**src/rtl/st_frame_timing.sv**
```systemverilog
module st_frame_timing #(
  parameter int CNT_W = 11
) (
  input  logic clk,
  input  logic rst_n,
  input  logic single_clk,
  input  logic ref8k_in,
  input  logic t1_8k_in,
  output logic ref8k_out,
  output logic ref8k_oe,
  input  logic speed_req,
  input  logic slow_req,
  input  logic c4_int_sel,
  input  logic fp_in_sel,
  input  logic c4_ext_in,
  input  logic fp_ext_in_n,
  input  logic c4n_en,
  input  logic c2_en,
  output logic c4_out,
  output logic c4_oe,
  output logic c4n_out,
  output logic c4n_oe,
  output logic c2_out,
  output logic c2n_out,
  output logic c2_oe,
  output logic fp_out_n,
  output logic fp_oe
);
  localparam int FRAME_LEN = 1 << CNT_W;
  localparam logic [CNT_W-1:0] LAST = CNT_W'(FRAME_LEN - 1);
  localparam logic [CNT_W-1:0] LAST_GRP = CNT_W'(FRAME_LEN - 4);

  logic [CNT_W-1:0] cnt;
  logic [2:0] ref_s, c4x_s, fpx_s;
  logic ref_fall, c4x_fall, fpx_fall;
  logic fp_load, ext_step, corr_slow, corr_fast;

  wire ref_sel = single_clk ? t1_8k_in : ref8k_in;

  always_ff @(posedge clk or negedge rst_n)
    if (!rst_n) begin
      ref_s <= 3'b000;
      c4x_s <= 3'b000;
      fpx_s <= 3'b111;
    end else begin
      ref_s <= {ref_s[1:0], ref_sel};
      c4x_s <= {c4x_s[1:0], c4_ext_in};
      fpx_s <= {fpx_s[1:0], fp_ext_in_n};
    end

  assign ref_fall  = ref_s[2] & ~ref_s[1];
  assign c4x_fall  = c4x_s[2] & ~c4x_s[1];
  assign fpx_fall  = fpx_s[2] & ~fpx_s[1];
  assign fp_load   = fp_in_sel & fpx_fall;
  assign ext_step  = ~c4_int_sel & c4x_fall;
  assign corr_slow = c4_int_sel & ref_fall & slow_req & ~speed_req;
  assign corr_fast = c4_int_sel & ref_fall & speed_req & ~slow_req;

  always_ff @(posedge clk or negedge rst_n)
    if (!rst_n)
      cnt <= '0;
    else if (fp_load)
      cnt <= c4_int_sel ? LAST : LAST_GRP;
    else if (!c4_int_sel) begin
      if (ext_step)
        cnt <= {cnt[CNT_W-1:2] + 1'b1, 2'b00};
    end else if (corr_fast)
      cnt <= cnt + CNT_W'(2);
    else if (!corr_slow)
      cnt <= cnt + CNT_W'(1);

  assign c4_out   = cnt[1];
  assign c4n_out  = ~(c4_int_sel ? cnt[1] : c4x_s[1]);
  assign c2_out   = cnt[2];
  assign c2n_out  = ~cnt[2];
  assign fp_out_n = ~((&cnt[CNT_W-1:1]) | ~(|cnt[CNT_W-1:1]));

  assign c4_oe     = c4_int_sel;
  assign c4n_oe    = c4n_en;
  assign c2_oe     = c2_en;
  assign fp_oe     = ~fp_in_sel;
  assign ref8k_oe  = single_clk;
  assign ref8k_out = t1_8k_in;

  // with no reference edge the counter advances one step per cycle
  a_r8_free_step: assert property (@(posedge clk) disable iff (!rst_n)
    (c4_int_sel && !ref_fall && !fp_load) |=> cnt == $past(cnt) + CNT_W'(1));

  a_r7_slow_hold: assert property (@(posedge clk) disable iff (!rst_n)
    (corr_slow && !fp_load) |=> cnt == $past(cnt));

  a_r7_fast_skip: assert property (@(posedge clk) disable iff (!rst_n)
    (corr_fast && !fp_load) |=> cnt == $past(cnt) + CNT_W'(2));

  a_r10_realign: assert property (@(posedge clk) disable iff (!rst_n)
    (fp_load && c4_int_sel) |=> (c4_out && c2_out && !fp_out_n));

  // the 2.048 MHz clock changes only when the 4.096 MHz clock falls
  a_r3_c2_on_c4_fall: assert property (@(posedge clk) disable iff (!rst_n)
    (c4_int_sel && $past(c4_int_sel) && !$past(fp_load) && $changed(c2_out))
      |-> $fell(c4_out));
endmodule

```
**config.mk**
```make
export PLATFORM = sky130hd
export DESIGN_NAME = st_frame_timing
export DESIGN_NICKNAME = d
export VERILOG_FILES = /design/src/rtl/st_frame_timing.sv
export SDC_FILE = /design/constraint.sdc
export NUM_CORES = 1
export LEC_CHECK = 0
export ABC_AREA = 1
export BUFFER_PORTS_ARGS = -buffer_cell sky130_fd_sc_hd__clkbuf_2
export CAP_MARGIN = 5
export CORE_MARGIN = 3
export CORE_UTILIZATION = 40
export CTS_CLUSTER_DIAMETER = 120
export DETAILED_ROUTE_END_ITERATION = 8
export HOLD_SLACK_MARGIN = 0.02
export PLACE_DENSITY_LB_ADDON = 0.1
export SLEW_MARGIN = 30
export SYNTH_ARGS = -nofsm -noshare
export SYNTH_HDL_FRONTEND = slang
export SYNTH_SLANG_ARGS = --single-unit
```
**constraint.sdc**
```tcl
create_clock -name clk -period 1.5 [get_ports clk]
set_clock_uncertainty 0.05 [all_clocks]
set_input_delay 0.3 -clock clk [delete_from_list [all_inputs] [get_ports clk]]
set_output_delay 0.3 -clock clk [all_outputs]
set_load 0.01 [all_outputs]
```
==> flow_metrics.py <==
metrics = {
    "global_routing": {
        "grt_max_degree": 21,
        "grt_pass1_wl_um": 6290,
        "antenna_found_initial": 0,
        "grt_pass1_vias": 1338,
        "overflow": 0,
        "grt.total_usage_pct": 20.2,
    },
    "finish": {
        "diodes": 0,
        "area_growth_pct": 44.8,
        "fin_util_pct": 62.7,
        "num-nets-final": 266,
        "drive_gt1_share_pct": 42.9,
        "fill_cells": 290,
        "final_cells": 291,
    },
    "clock_network": {
        "clockBufferDepth": 2,
        "cts_htree_levels": 1,
        "cts_tree": "yes",
        "clkSlewWorstSetupHoldPaths_ns": 0.11,
        "cts_made_buffers": 3,
        "clock_latency_ns": 0.31,
        "cts_sinks": 20,
        "clock-root-buffer": "clkbuf_4",
    },
    "logic_synthesis": {
        "synth_compound_area_share_pct": 9.45,
        "synth_edf_count": 0,
        "synth_top_family_by_area": "simple AND/OR/NAND/NOR gates",
        "synth_seq_area_share_pct": 36.6,
        "postSynthCellCount": 194,
        "syn_area_um2": 1380,
        "synth_cell_types": 28,
        "yosys_warnings": 0,
        "synth_most_common_cell": "nand2_1",
        "syn_area_per_cell_um2": 7.09,
        "ys_top_cells_by_area": "dfrtp_1 31%, nand2_1 13%, nand3_1 9.5%",
        "syn-num-nets": 212,
        "yosys_register_bits": 20,
        "synth_ff_type": "dfrtp_1",
        "yosysTopAreaCell": "dfrtp_1",
        "synthSimpleGateAreaFrac_pct": 35.9,
        "ys_top_cells_by_count": "48 x nand2_1, 27 x inv_1, 26 x nand3_1, 17 x dfrtp_1, 17 x nor2_1",
        "yosysTopAreaCellShare_pct": 30.9,
        "synth_xor_area_share_pct": 0.636,
        "synthArstFlopShare_pct": 100,
        "synth_mux_area_share_pct": 0.818,
        "synthAdderAreaFrac_pct": 4.55,
    },
    "setup_path": {
        "r2r_slack_ns": -0.08,
        "critPathLaunch": "cnt[3]$_DFFE_PN0P_",
        "cp-endpoint": "fp_out_n",
        "end_kind": "output pin",
        "reg2reg_from": "cnt[1]$_DFFE_PN0P_",
        "start_kind": "flop",
        "r2r_end": "cnt[4]$_DFFE_PN0P_",
        "cp.arrival_ns": 1.40,
        "critPathRequiredTime_ns": 1.15,
        "critPathKind": "flop to output pin",
        "worst-path-max-fanout": 3,
        "rr_worst_depth": 11,
    },
    "place": {
        "dp_hpwl_um": 2820,
        "dp_cells": 273,
        "port_buffers": 19,
        "routabilityCongestion": 0.955,
    },
    "timing": {
        "hold_viol": 0,
        "fin_crit_ns": 1.75,
        "maxSlewViolCount": 0,
        "period_share_pct": 117,
        "tightest_slew_ns": 0.516,
        "fmax_ghz": 0.570,
        "maxSlewHeadroom_pct": 65.6,
        "setup_viol": 5,
        "setup_ws_ns": -0.255,
        "grt_setup_unrepaired": "true",
    },
    "detailed_routing": {
        "drt-wirelength-per-cell_um": 13.6,
        "drt-pass1-iter-count": 4,
        "drt.antenna.violating_nets": 0,
        "vias": 1451,
        "drcViolationCount": 0,
        "routed_wirelength_um": 3950,
        "drtIter0Drc": 102,
        "via_per_inst": 4.99,
    },
    "die": {
        "num_rows": 20,
        "initial_core_util_pct": 43.3,
        "core_um2": 3180,
        "die_area_um2": 4180,
        "die_x_um": 64.7,
        "die_h_um": 64.7,
        "io_pins": 24,
    },
    "pwr": {
        "ir_drop_mv": 0.751,
        "p_per_area_nw_per_um2": 1250,
        "p_leak_nw": 0.981,
    },
    "outcome": {
        "violations": "negative setup slack",
        "outcome": "finished with violations",
    },
    "min_path": {
        "hold_class": "primary input to flop",
    },
    "flow_run": {
        "maxCapViolations": 0,
    },
}
==> registers in the layout (all words and copies together) (netlist names) <==
register,cells
c4x_s,3
ref_s,3
fpx_s,3
cnt,11
==> layout by cell type, fill, tap and decap left out, types with 3 or more instances in the layout <==
master	instances
nand2_1	42
buf_4	29
inv_1	21
nand3_1	20
clkbuf_2	17
dfrtp_1	14
nor2_1	11
inv_2	8
nand2_2	8
a21oi_1	7
nor2_4	6
buf_6	6
o21ai_1	5
nand3_2	5
nand4_1	5
o21ai_0	4
ha_4	4
clkbuf_4	3
dfrtp_2	3
dfstp_2	3
dlygate4sd3_1	3
==> worst min-delay path by stage <==
stage	from	endpoint	slack, ns	cells past startpoint
6_report	ref8k_in	ref_s[0]$_DFF_PN0_	0.17	2
4_1_cts	c4_ext_in	c4x_s[0]$_DFF_PN0_	0.02	1
3_5_place_dp	rst_n	ref_s[2]$_DFF_PN0_	0.25	1
2_1_floorplan	rst_n	c4x_s[0]$_DFF_PN0_	-0.05	0
3_3_place_gp	rst_n	ref_s[2]$_DFF_PN0_	0.25	1
5_1_grt	ref8k_in	ref_s[0]$_DFF_PN0_	0.17	2
==> critical path: stages, from the launching register on <==
cell	delay, ns
dfrtp_1	0.42
buf_6	0.13
inv_2	0.04
nand4_1	0.09
nor4_1	0.22
a31oi_1	0.07
clkbuf_2	0.13
==> cells by family after synthesis <==
logic type	after synthesis
buffers and inverters	36
AND/OR/NAND/NOR	107
multiplexers	1
adder cells (fa/ha/maj)	5
XOR/XNOR	1
AO/OA/AOI/OAI	24
flip-flops	20
==> where the power goes <==
| part | total (mW) | switching, mW | leakage, nW | internal (mW) |
|---|---|---|---|---|
| Clock | 0.325 | 0.177 | 0.0210 | 0.148 |
| Sequential | 0.785 | 0.127 | 0.220 | 0.658 |
| Combinational | 1.38 | 0.713 | 0.740 | 0.669 |
| Total | 2.49 | 1.02 | 0.981 | 1.48 |
==> final cells by class <==
type	instances	area [µm²]	share of cell area, %
inverters	29	109	5.46
flip-flops and latches	20	508	25.5
well taps	44	55.1	2.76
repair buffers	56	405	20.3
multi-input cells	138	880	44.1
clock buffers	4	36.3	1.82
==> per-stage QoR <==
stage	setup slack, ns	hold WS [ns]	setup TNS (ns)	cell area [µm²]	total power, mW
CTS	-0.265	0.0238	-0.659	1890	2.38
global route	-0.325	0.166	-1.24	1990	2.68
detailed placement	-0.106	0.255	-0.205	1640	1.75
floorplan	0.0271	-0.0456	0	1380	1.33
finish	-0.255	0.166	-0.568	1990	2.49
global placement	-0.0896	0.252	-0.180	1640	1.75
==> layer usage <==
metal | track usage [%] | vias up | share of wire [%]
met5 | 0 | - | 0
met4 | 8.18 | 0 | 0
met3 | 2.08 | 0 | 4.0
met2 | 34.3 | 38 | 50
met1 | 26.1 | 674 | 46
li1 | - | 739 | -
==> timing repair <==
item / CTS / global route
hold buffers: 2 / 1
buffers inserted: 11 / 4
hold endpoints to repair: 18 / 1
gates resized for setup: 33 / 28
setup endpoints to repair: 8 / 15
pin swaps: 7 / 15
(Power assumes the default switching activity.)
